$ cat src/rtl/spi_xact_pkg.sv
package spi_xact_pkg;

  localparam int INSTR_W = 16;

  typedef enum logic [2:0] {
    ST_IDLE, ST_LEAD, ST_RUN, ST_TAIL, ST_GAP, ST_DONE
  } xact_state_t;

  // Instruction word: direction at the top, byte-count field forced to zero,
  // address right-aligned with unused bits zero.
  function automatic logic [INSTR_W-1:0] make_instr(input logic wr,
                                                    input logic [INSTR_W-1:0] addr_ext);
    logic [INSTR_W-1:0] w;
    w        = addr_ext;
    w[15]    = wr;
    w[14:12] = 3'b000;
    return w;
  endfunction

  // Effective half-period length in system cycles.
  function automatic logic [15:0] eff_half(input logic [15:0] div);
    return (div == 16'd0) ? 16'd1 : div;
  endfunction

endpackage

$ cat src/rtl/sclk_timer.sv
module sclk_timer #(
  parameter int DIV_W = 8
) (
  input  logic             clk,
  input  logic             rst_n,
  input  logic             run,
  input  logic [DIV_W-1:0] half_div,
  output logic             tick
);
  import spi_xact_pkg::*;

  logic [15:0] cnt;
  logic [15:0] lim;

  assign lim  = eff_half(16'(half_div)) - 16'd1;
  assign tick = run && (cnt == lim);

  always_ff @(posedge clk or negedge rst_n) begin
    if (!rst_n)            cnt <= '0;
    else if (!run || tick) cnt <= '0;
    else                   cnt <= cnt + 16'd1;
  end

  // the phase counter never runs past the programmed half-period
  p_cnt_bound_r5: assert property (@(posedge clk) disable iff (!rst_n)
    run |-> (cnt <= lim));

endmodule

$ cat src/rtl/frame_shifter.sv
module frame_shifter #(
  parameter int W = 24
) (
  input  logic         clk,
  input  logic         rst_n,
  input  logic         load,
  input  logic [W-1:0] load_val,
  input  logic         shift,
  output logic         msb
);
  logic [W-1:0] sh;

  always_ff @(posedge clk or negedge rst_n) begin
    if (!rst_n)     sh <= '0;
    else if (load)  sh <= load_val;
    else if (shift) sh <= {sh[W-2:0], 1'b0};
  end

  assign msb = sh[W-1];

  // a load and a shift are never requested together
  p_load_xor_shift_r4: assert property (@(posedge clk) disable iff (!rst_n)
    !(load && shift));

endmodule

$ cat src/rtl/rx_capture.sv
module rx_capture #(
  parameter int W = 8
) (
  input  logic         clk,
  input  logic         rst_n,
  input  logic         clear,
  input  logic         sample,
  input  logic         din,
  output logic [W-1:0] q
);
  always_ff @(posedge clk or negedge rst_n) begin
    if (!rst_n)      q <= '0;
    else if (clear)  q <= '0;
    else if (sample) q <= {q[W-2:0], din};
  end
endmodule

$ cat src/rtl/spi_reg_xact.sv
module spi_reg_xact #(
  parameter int ADDR_W = 10,
  parameter int DATA_W = 8,
  parameter int DIV_W  = 8
) (
  input  logic              clk,
  input  logic              rst_n,
  input  logic [DIV_W-1:0]  half_div,
  input  logic              req_valid,
  input  logic              req_write,
  input  logic [ADDR_W-1:0] req_addr,
  input  logic [DATA_W-1:0] req_wdata,
  output logic              busy,
  output logic              done,
  output logic [DATA_W-1:0] rdata,
  output logic              spi_cs_n,
  output logic              spi_sclk,
  output logic              spi_mosi,
  input  logic              spi_miso
);
  import spi_xact_pkg::*;

  localparam int FRAME_W = INSTR_W + DATA_W;
  localparam int EDGES   = 2 * FRAME_W;
  localparam int ECW     = $clog2(EDGES + 1);

  xact_state_t state;
  logic [ECW-1:0] edge_cnt;
  logic sclk_q, mosi_q, cs_n_q, rd_q;
  logic [DATA_W-1:0] rdata_q;

  // named internal events
  logic accept, phase_on, tick, rise_ev, fall_ev, last_fall, frame_msb;
  logic [DATA_W-1:0] rx_byte;
  logic [FRAME_W-1:0] frame_word;

  assign accept    = (state == ST_IDLE) && req_valid;
  assign phase_on  = (state == ST_LEAD) || (state == ST_RUN) ||
                     (state == ST_TAIL) || (state == ST_GAP);
  assign rise_ev   = tick && (state == ST_RUN) && !sclk_q;
  assign fall_ev   = tick && (state == ST_RUN) &&  sclk_q;
  assign last_fall = fall_ev && (edge_cnt == ECW'(EDGES - 1));
  assign frame_word = {make_instr(req_write, INSTR_W'(req_addr)),
                       req_write ? req_wdata : {DATA_W{1'b0}}};

  sclk_timer #(.DIV_W(DIV_W)) u_timer (
    .clk(clk), .rst_n(rst_n), .run(phase_on), .half_div(half_div), .tick(tick));

  frame_shifter #(.W(FRAME_W)) u_tx (
    .clk(clk), .rst_n(rst_n), .load(accept), .load_val(frame_word),
    .shift(rise_ev), .msb(frame_msb));

  rx_capture #(.W(DATA_W)) u_rx (
    .clk(clk), .rst_n(rst_n), .clear(accept), .sample(fall_ev),
    .din(spi_miso), .q(rx_byte));

  always_ff @(posedge clk or negedge rst_n) begin
    if (!rst_n) begin
      state    <= ST_IDLE;
      edge_cnt <= '0;
      sclk_q   <= 1'b0;
      mosi_q   <= 1'b0;
      cs_n_q   <= 1'b1;
      rd_q     <= 1'b0;
      rdata_q  <= '0;
    end else begin
      case (state)
        ST_IDLE: if (accept) begin
          state    <= ST_LEAD;
          cs_n_q   <= 1'b0;
          rd_q     <= !req_write;
          edge_cnt <= '0;
        end
        ST_LEAD: if (tick) state <= ST_RUN;
        ST_RUN: if (tick) begin
          sclk_q   <= !sclk_q;
          edge_cnt <= edge_cnt + 1'b1;
          if (rise_ev)   mosi_q <= frame_msb;
          if (last_fall) state  <= ST_TAIL;
        end
        ST_TAIL: if (tick) begin
          state  <= ST_GAP;
          cs_n_q <= 1'b1;
          mosi_q <= 1'b0;
        end
        ST_GAP: if (tick) begin
          state <= ST_DONE;
          if (rd_q) rdata_q <= rx_byte;
        end
        ST_DONE: state <= ST_IDLE;
        default: state <= ST_IDLE;
      endcase
    end
  end

  assign busy     = (state != ST_IDLE);
  assign done     = (state == ST_DONE);
  assign rdata    = rdata_q;
  assign spi_cs_n = cs_n_q;
  assign spi_sclk = sclk_q;
  assign spi_mosi = mosi_q;

  // clock stays low while deselected
  p_sclk_idle_r4: assert property (@(posedge clk) disable iff (!rst_n)
    spi_cs_n |-> !spi_sclk);
  // the edge counter never exceeds one frame
  p_edge_bound_r4: assert property (@(posedge clk) disable iff (!rst_n)
    (state == ST_RUN) |-> (edge_cnt < ECW'(EDGES)) && !spi_cs_n);
  // data line low while deselected
  p_mosi_idle_r8: assert property (@(posedge clk) disable iff (!rst_n)
    spi_cs_n |-> !spi_mosi);
  // an accepted request makes the block busy and selects the peripheral
  p_accept_busy_r6: assert property (@(posedge clk) disable iff (!rst_n)
    accept |=> busy && !spi_cs_n);
  // done only ever occurs inside a busy window
  p_done_busy_r6: assert property (@(posedge clk) disable iff (!rst_n)
    done |-> busy);
  // done lasts one cycle
  p_done_pulse_r7: assert property (@(posedge clk) disable iff (!rst_n)
    done |=> !done);
  // read data changes only together with done
  p_rdata_hold_r7: assert property (@(posedge clk) disable iff (!rst_n)
    !$stable(rdata) |-> done);

endmodule

$ cat config.mk
export PLATFORM = sky130hd
export DESIGN_NAME = spi_reg_xact
export DESIGN_NICKNAME = d
export VERILOG_FILES = /design/src/rtl/spi_xact_pkg.sv /design/src/rtl/sclk_timer.sv /design/src/rtl/frame_shifter.sv /design/src/rtl/rx_capture.sv /design/src/rtl/spi_reg_xact.sv
export SDC_FILE = /design/constraint.sdc
export NUM_CORES = 1
export LEC_CHECK = 0
export BUFFER_PORTS_ARGS = -buffer_cell sky130_fd_sc_hd__buf_2
export CORE_MARGIN = 5
export CORE_UTILIZATION = 55
export DETAILED_ROUTE_END_ITERATION = 12
export MAX_ROUTING_LAYER = met4
export PLACE_DENSITY_LB_ADDON = 0.3
export SETUP_SLACK_MARGIN = 0.5
export SLEW_MARGIN = 40
export SYNTH_ARGS = -nofsm -noshare
export SYNTH_HDL_FRONTEND = slang
export SYNTH_HIERARCHICAL = 1
export SYNTH_SLANG_ARGS = --single-unit
export TNS_END_PERCENT = 50
$ cat constraint.sdc
create_clock -name clk -period 3.4 [get_ports clk]
set_input_delay 0.51 -clock clk [delete_from_list [all_inputs] [get_ports clk]]
set_output_delay 0.51 -clock clk [all_outputs]
set_load 0.02 [all_outputs]
==> impl_metrics.prom, run 1 <==
# TYPE chip_impl_metric gauge
chip_impl_metric{name="layout_area_growth_over_synthesis",unit="%"} 21.90
chip_impl_metric{name="drv.max_cap_violation_count",unit=""} 0
chip_impl_metric{name="placeableCoreArea",unit="µm²"} 6719
chip_impl_metric{name="p_leak",unit="nW"} 1.964
chip_impl_metric{name="final_cell_area_excluding_filler_cells",unit="µm²"} 4569
chip_impl_metric{name="peakVddDrop",unit="µV"} 398.5
chip_impl_metric{name="cts.clk_slew.worst_paths",unit="ns"} 0.08
chip_impl_info{name="setup.worst_path.end",value="u_tx/sh[18]"} 1
chip_impl_metric{name="syn_area",unit="µm²"} 3749
chip_impl_metric{name="worst_skew_pair.late_latency",unit="ns"} 0.33
chip_impl_metric{name="fp.dieH",unit="µm"} 92.56
chip_impl_metric{name="gate_count_after_technology_mapping",unit=""} 353
chip_impl_metric{name="drc_errors",unit=""} 0
chip_impl_info{name="clockRootBuffer",value="clkbuf_8"} 1
chip_impl_metric{name="ioPinCount",unit=""} 44
chip_impl_info{name="timing.setup.critical_path_class",value="primary input to register"} 1
chip_impl_metric{name="fin_crit_sh",unit=""} 0.9179
chip_impl_metric{name="clkSinkCount",unit=""} 69
chip_impl_info{name="timing.critical_path.from",value="half_div[4]"} 1
chip_impl_metric{name="timing.clock.skew",unit="ns"} 0.007316
chip_impl_metric{name="worst-slew-pin-transition",unit="ns"} 0.6479
chip_impl_metric{name="clock_path_buffers",unit=""} 2
chip_impl_info{name="critical_path.reg2reg.startpoint",value="u_timer/cnt[8]"} 1
chip_impl_metric{name="dp_slack",unit="ns"} -0.08928
chip_impl_info{name="critPathLaunchType",value="primary input"} 1
chip_impl_metric{name="num_vias",unit=""} 2791
chip_impl_metric{name="ff2ff_setup_slack",unit="ns"} 0.55
chip_impl_metric{name="grt_pass1_wl",unit="mm"} 13.27
chip_impl_metric{name="total_power",unit="mW"} 2.606
chip_impl_metric{name="worst_ep_arrival_time",unit="ns"} 3.33
chip_impl_metric{name="async_flop_share",unit=""} 1.000
chip_impl_metric{name="setup_total_negative_slack",unit="ns"} 0
chip_impl_metric{name="post_layout_nonfiller_instances",unit=""} 503
chip_impl_metric{name="yosys.cell_types.count",unit=""} 55
chip_impl_metric{name="number_of_diodes",unit=""} 0
chip_impl_metric{name="grt_antenna_before_repair",unit=""} 0
chip_impl_metric{name="floorplan.initialDensity",unit=""} 0.5579
chip_impl_info{name="yosysTopAreaCell",value="dfrtp_1"} 1
chip_impl_metric{name="avgViaCountPerCell",unit=""} 5.549
chip_impl_info{name="timing.rr.end",value="u_tx/sh[18]"} 1
chip_impl_metric{name="postLayoutSetupSlackWorst",unit="ns"} 0.2790
chip_impl_info{name="endpoint_kind",value="register"} 1
chip_impl_info{name="final_cell_mix",value="dfrtp_1, buf_2, nand2_1"} 1
chip_impl_metric{name="final_core_utilization",unit=""} 0.6801
chip_impl_metric{name="pin_count_of_the_biggest_net_entering_global_routing",unit=""} 70
chip_impl_metric{name="max_freq",unit="MHz"} 320.4
chip_impl_info{name="netlist_top_cells_area",value="dfrtp_1, mux2i_1, xnor2_1"} 1
chip_impl_metric{name="detailedRoute.firstPassIterationCount",unit=""} 4
chip_impl_metric{name="ys_ff_latch",unit=""} 69
chip_impl_metric{name="dieArea",unit="µm²"} 8566
chip_impl_info{name="status",value="finished clean"} 1
chip_impl_metric{name="yosys_warnings",unit=""} 6
chip_impl_metric{name="post-synth-top-area-fraction",unit=""} 0.4539
chip_impl_metric{name="crit_required",unit="ns"} 3.61
chip_impl_metric{name="port_buffers",unit=""} 43
chip_impl_metric{name="slew_headroom",unit=""} 0.5676
chip_impl_metric{name="drt-total-wl",unit="mm"} 7.620
chip_impl_metric{name="grt_util_all_layers",unit=""} 0.1974
chip_impl_metric{name="avgSynthCellArea",unit="µm²"} 10.62
chip_impl_metric{name="report.final.hold_viol_count",unit=""} 0
chip_impl_metric{name="hpwl_detailed",unit="mm"} 5.023
chip_impl_info{name="most_common_cell_after_layout_fill_and_taps_aside",value="dfrtp_1"} 1
chip_impl_metric{name="whs",unit="ns"} 0.2741
chip_impl_metric{name="power_density",unit="nW/µm²"} 570.3
chip_impl_metric{name="place_congestion",unit=""} 0.7966
chip_impl_metric{name="routed_wire_length_per_instance",unit="µm"} 15.15
chip_impl_metric{name="final_nets",unit=""} 453
chip_impl_metric{name="timing.final.setup_violations",unit=""} 0
chip_impl_metric{name="global_route.overflow_total",unit=""} 0
chip_impl_metric{name="count_of_final_max_slew_check_failures",unit=""} 0
chip_impl_metric{name="first_global_vias",unit=""} 2831
chip_impl_metric{name="placement_rows",unit=""} 30
chip_impl_info{name="grt_setup_unrepaired",value="yes"} 1
chip_impl_metric{name="ant_nets",unit=""} 0
chip_impl_metric{name="place_area",unit="µm²"} 4094
chip_impl_metric{name="die_w",unit="µm"} 92.56
chip_impl_metric{name="hold_buffers",unit=""} 0
chip_impl_info{name="synth_flop_cell",value="dfrtp_1"} 1
chip_impl_info{name="min_delay_path_class",value="primary input to asynchronous set/reset pin"} 1
chip_impl_metric{name="cell_count_after_placement",unit=""} 476
chip_impl_metric{name="worst-path-max-fanout",unit=""} 12
chip_impl_metric{name="count_of_h_tree_levels_built_during_cts",unit=""} 3
chip_impl_metric{name="post_route_cells_drive_above_1_share",unit=""} 0.3002
chip_impl_metric{name="synth_sequential_area_ratio",unit=""} 0.4609
chip_impl_metric{name="rr_worst_depth",unit=""} 11
chip_impl_info{name="tritoncts_clock_tree",value="built"} 1
chip_impl_metric{name="final.min_clock_period",unit="ns"} 3.121
chip_impl_metric{name="drt_first_iter_violations",unit=""} 109
chip_impl_metric{name="clock_buffers_created_by_tritoncts",unit=""} 9
chip_impl_metric{name="post_synth_edffs",unit=""} 0
==> worst min-delay path by stage <==
stage	start	endpoint	slack, ns
global placement	rd_q	rd_q	0.47
floorplan	rst_n	edge_cnt[0]	0.21
CTS	rst_n	u_tx/sh[10]	0.29
finish	rst_n	u_tx/sh[21]	0.27
detailed placement	rd_q	rd_q	0.47
global route	rst_n	u_tx/sh[15]	0.32
==> synthesized netlist by cell type (3+ instances only) <==
cell and instances:
o31ai_1 4, inv_1 11, or3_1 3, dfrtp_1 68
nand3_1 8, and2_1 8, nand2_1 37, or4_1 6
nor2_1 26, nand4_1 3, mux2_2 9, xnor2_1 21
o21ai_1 21, a22oi_1 3, nor2b_1 3, nor3_1 4
a211oi_2 9, o21ai_0 11, xor2_1 4, a211oi_1 6
mux2i_1 33, buf_6 5, buf_2 6, ha_1 3
a21oi_1 4
==> repair_timing <==
| item | CTS | global route |
|---|---|---|
| setup buffers | 9 | 1 |
| setup endpoints to repair | 45 | 50 |
| gates cloned | 2 | 0 |
| pin swaps | 8 | 2 |
| resized for setup | 20 | 7 |
==> logic make-up after synthesis <==
group | Yosys count | synth area share
other cells | 1 | 0.001000
simple gates | 118 | 0.1752
xor+xnor | 25 | 0.05841
compound gates | 66 | 0.1255
mux | 42 | 0.1152
flops | 69 | 0.4609
buf+inv | 29 | 0.05374
fa+ha+maj | 3 | 0.01001
==> flip-flops by register name, summed over array words and instances, names as in the netlist <==
| signal | flops |
|---|---|
| rd_q | 1 |
| state | 3 |
| u_rx/q | 8 |
| spi_sclk | 1 |
| edge_cnt | 6 |
| spi_cs_n | 1 |
| spi_mosi | 1 |
| u_tx/sh | 24 |
| rdata | 8 |
| u_timer/cnt | 16 |
==> power by group <==
part / switching [mW] / internal [mW]
Sequential: 0.156 / 1.01
Combinational: 0.318 / 0.260
Clock: 0.308 / 0.559
Total: 0.781 / 1.82
==> critical path: stages <==
cell and delay [ns]:
buf_8 0.10, nor4_4 0.28, nor4b_4 0.26, nor2_1 0.07
ha_2 0.19, nor3b_4 0.17, a211o_1 0.30, o21a_2 0.13
a211oi_4 0.19, and3_4 0.26, nand4bb_4 0.16, nor2_4 0.15
buf_4 0.15, buf_16 0.14, mux2i_1 0.20, o21ai_1 0.07
==> final cells by class <==
class                   count  area (µm²)
multi-input cells         259        1937
repair buffers             69       503.0
clock buffers               9       123.9
clock inverters             6       136.4
inverters                  11       41.29
fillers                   482        2150
well taps                  80       100.1
flip-flops and latches     69        1728
==> layer usage <==
layer | routed length (µm) | vias to the layer above | global-route usage
li1 | - | 1369 | -
met1 | 3359 | 1349 | 0.2573
met2 | 3828 | 65 | 0.3130
met3 | 341 | 8 | 0.03087
met4 | 90 | 0 | 0.07426
met5 | 0 | - | -
(Power assumes the default switching activity.)
==> run 2, diff against run 1 <==
--- a/config.mk
+++ b/config.mk
@@ -6,6 +6,8 @@
 export NUM_CORES = 1
 export LEC_CHECK = 0
 export BUFFER_PORTS_ARGS = -buffer_cell sky130_fd_sc_hd__buf_2
+export CAP_MARGIN = 20
+export CORE_ASPECT_RATIO = 2
 export CORE_MARGIN = 5
 export CORE_UTILIZATION = 55
 export DETAILED_ROUTE_END_ITERATION = 12
==> run 2 against run 1 <==
  * First-iteration DRC count is 17% lower
  * Via count is 2.4% higher
  * Clock skew hardly changed
  * Largest power group unchanged
  * Die area is 1.2% higher
  * Global-route usage is 1.8 points higher
  * Highest routed layer unchanged
  * Sequential power hardly changed
  * Count of clock-buffer cells in the layout is 1 higher
  * Total power is 8.9% higher
  * Setup slack better by 0.0067 ns
==> impl_metrics.prom, run 2 (synthesized netlist as in run 1, its figures left out) <==
# TYPE chip_impl_metric gauge
chip_impl_metric{name="final.min_clock_period",unit="ns"} 3.114
chip_impl_info{name="timing.rr.end",value="u_tx/sh[16]"} 1
chip_impl_metric{name="wl_met1",unit="mm"} 3.024
chip_impl_metric{name="final_cell_area_excluding_filler_cells",unit="µm²"} 4678
chip_impl_metric{name="dieArea",unit="µm²"} 8667
chip_impl_metric{name="crit_required",unit="ns"} 3.60
chip_impl_metric{name="worst_ep_arrival_time",unit="ns"} 3.32
chip_impl_metric{name="place_area",unit="µm²"} 4099
chip_impl_metric{name="worst-slew-pin-transition",unit="ns"} 0.6718
chip_impl_metric{name="ant_nets",unit=""} 0
chip_impl_metric{name="drt-total-wl",unit="mm"} 8.520
chip_impl_info{name="timing.setup.critical_path_class",value="primary input to register"} 1
chip_impl_metric{name="drv.max_cap_violation_count",unit=""} 0
chip_impl_info{name="status",value="finished clean"} 1
chip_impl_metric{name="fp.dieH",unit="µm"} 126.8
chip_impl_metric{name="drc_errors",unit=""} 0
chip_impl_metric{name="number_of_diodes",unit=""} 0
chip_impl_info{name="most_common_cell_after_layout_fill_and_taps_aside",value="dfrtp_1"} 1
chip_impl_metric{name="global_route.overflow_total",unit=""} 0
chip_impl_metric{name="floorplan.initialDensity",unit=""} 0.5661
chip_impl_metric{name="layout_area_growth_over_synthesis",unit="%"} 24.80
chip_impl_metric{name="clkSinkCount",unit=""} 69
chip_impl_info{name="grt_setup_unrepaired",value="yes"} 1
chip_impl_metric{name="postLayoutSetupSlackWorst",unit="ns"} 0.2857
chip_impl_metric{name="setup_total_negative_slack",unit="ns"} 0
chip_impl_metric{name="post_layout_nonfiller_instances",unit=""} 512
chip_impl_metric{name="worst-path-max-fanout",unit=""} 6
chip_impl_metric{name="regArea",unit="µm²"} 1728
chip_impl_metric{name="place_congestion",unit=""} 0.8562
chip_impl_metric{name="ff2ff_setup_slack",unit="ns"} 0.53
chip_impl_info{name="crit_path_top_delay_cell",value="nor4_4"} 1
chip_impl_metric{name="timing.clock.skew",unit="ns"} 0.006832
chip_impl_metric{name="slew_headroom",unit=""} 0.5517
chip_impl_metric{name="count_of_final_max_slew_check_failures",unit=""} 0
chip_impl_info{name="min_delay_path_class",value="primary input to asynchronous set/reset pin"} 1
chip_impl_metric{name="drt_first_iter_violations",unit=""} 91
chip_impl_metric{name="wl_met2",unit="mm"} 4.976
chip_impl_metric{name="port_buffers",unit=""} 43
chip_impl_metric{name="final_nets",unit=""} 453
chip_impl_metric{name="fillerInstances",unit=""} 512
chip_impl_metric{name="hold_buffers",unit=""} 0
chip_impl_metric{name="peakVddDrop",unit="µV"} 474.0
chip_impl_metric{name="slowest_delay",unit="ns"} 0.27
chip_impl_info{name="endpoint_kind",value="register"} 1
chip_impl_metric{name="route.met3.wl",unit="µm"} 285
chip_impl_metric{name="pin_count_of_the_biggest_net_entering_global_routing",unit=""} 70
chip_impl_metric{name="dp_slack",unit="ns"} -0.06396
chip_impl_info{name="critPathLaunchType",value="primary input"} 1
chip_impl_metric{name="ioPinCount",unit=""} 44
chip_impl_metric{name="post_route_cells_drive_above_1_share",unit=""} 0.2995
chip_impl_metric{name="max_freq",unit="MHz"} 321.1
chip_impl_metric{name="routed_wire_length_per_instance",unit="µm"} 16.64
chip_impl_info{name="largest_registers",value="u_tx/sh x24, u_timer/cnt x16"} 1
chip_impl_metric{name="cell_count_after_placement",unit=""} 485
chip_impl_info{name="cell_chain_critical_path",value="buf_8, nor4_4, nor4b_4, nor2_1, ha_2, nor3b_4, a211o_1, o21a_2, a211oi_4, and3_4, nand4bb_4, nor2_4, buf_6, clkbuf_16, mux2i_1, o21ai_1"} 1
chip_impl_metric{name="avgViaCountPerCell",unit=""} 5.582
chip_impl_metric{name="clock_buffers_created_by_tritoncts",unit=""} 9
chip_impl_info{name="top_layer",value="met4"} 1
chip_impl_metric{name="power_density",unit="nW/µm²"} 606.8
chip_impl_metric{name="placeableCoreArea",unit="µm²"} 6621
chip_impl_info{name="clockRootBuffer",value="clkbuf_16"} 1
chip_impl_info{name="largest_register",value="u_tx/sh"} 1
chip_impl_info{name="critical_path.reg2reg.startpoint",value="u_timer/cnt[8]"} 1
chip_impl_metric{name="first_global_vias",unit=""} 2989
chip_impl_metric{name="hpwl_detailed",unit="mm"} 5.423
chip_impl_metric{name="placement_rows",unit=""} 42
chip_impl_info{name="tritoncts_clock_tree",value="built"} 1
chip_impl_metric{name="timing.final.setup_violations",unit=""} 0
chip_impl_metric{name="count_of_h_tree_levels_built_during_cts",unit=""} 3
chip_impl_metric{name="detailedRoute.firstPassIterationCount",unit=""} 4
chip_impl_metric{name="report.final.hold_viol_count",unit=""} 0
chip_impl_info{name="final_cell_mix",value="dfrtp_1, buf_2, nand2_1"} 1
chip_impl_metric{name="largest_register_ffs",unit=""} 24
chip_impl_metric{name="cts.clk_slew.worst_paths",unit="ns"} 0.05
chip_impl_metric{name="grt_antenna_before_repair",unit=""} 0
chip_impl_metric{name="grt_pass1_wl",unit="mm"} 13.75
chip_impl_metric{name="clock_path_buffers",unit=""} 2
chip_impl_metric{name="worst_skew_pair.late_latency",unit="ns"} 0.33
chip_impl_metric{name="die_w",unit="µm"} 68.38
chip_impl_metric{name="p_leak",unit="nW"} 1.996
chip_impl_metric{name="multi_input_area",unit="µm²"} 1938
chip_impl_metric{name="grt_util_all_layers",unit=""} 0.2159
chip_impl_metric{name="fin_crit_sh",unit=""} 0.9160
chip_impl_metric{name="rr_worst_depth",unit=""} 11
chip_impl_metric{name="num_vias",unit=""} 2858
[run 2: worst max-delay path: cells and delay by family]
kind | cells | cell delay, ns
AND/OR/NAND/NOR | 7 | 1.36
AO/OA/AOI/OAI | 4 | 0.67
buffers and inverters | 3 | 0.40
adder cells (fa/ha/maj) | 1 | 0.18
multiplexers | 1 | 0.18
[run 2: final cells by class]
| class | count | area share |
|---|---|---|
| Multi-Input combinational cell | 259 | 0.4143 |
| Inverter | 11 | 0.008826 |
| Clock inverter | 6 | 0.02354 |
| Timing Repair Buffer | 69 | 0.1094 |
| Tap cell | 88 | 0.02354 |
| Sequential cell | 69 | 0.3694 |
| Clock buffer | 10 | 0.05108 |
[run 2: stage by stage]
stage	total power [mW]	hold WS (ns)	util
finish	2.839	0.2570	0.7065
global route	2.995	0.3283	0.7065
global placement	1.703	0.4670	0.6185
floorplan	1.570	0.2144	-
CTS	2.828	0.2904	0.6910
detailed placement	1.730	0.4935	0.6190
[run 2: layer usage]
metal / GRT usage / vias to the layer above
li1: - / 1375
met1: 0.2185 / 1405
met2: 0.3811 / 59
met3: 0.04248 / 19
met4: 0.09965 / 0
met5: - / -
[run 2: worst max path at each step]
stage / startpoint / to / slack (ns)
after CTS: half_div[6] / u_tx/sh[5] / 0.30
final: half_div[6] / u_tx/sh[16] / 0.29
after detailed placement: half_div[6] / u_tx/sh[22] / -0.06
after global routing: half_div[6] / u_tx/sh[8] / 0.12
after floorplan: half_div[6] / u_tx/sh[10] / 0.01
after global placement: half_div[6] / rdata[0] / 0.05
[run 2: power breakdown]
part           total (mW)  switching (mW)  leakage [nW]  internal, mW
logic               0.594           0.332         0.922         0.262
registers            1.16           0.155         0.909          1.01
clock network        1.08           0.348         0.165         0.734
total                2.84           0.835          2.00          2.00
[run 2: what timing repair did]
| action | in CTS | in global routing |
|---|---|---|
| gates resized for setup | 10 | 16 |
| pin swaps | 3 | 6 |
| cloned | 2 | 1 |
| endpoints found under the setup margin | 46 | 48 |
| buffers inserted | 5 | 3 |
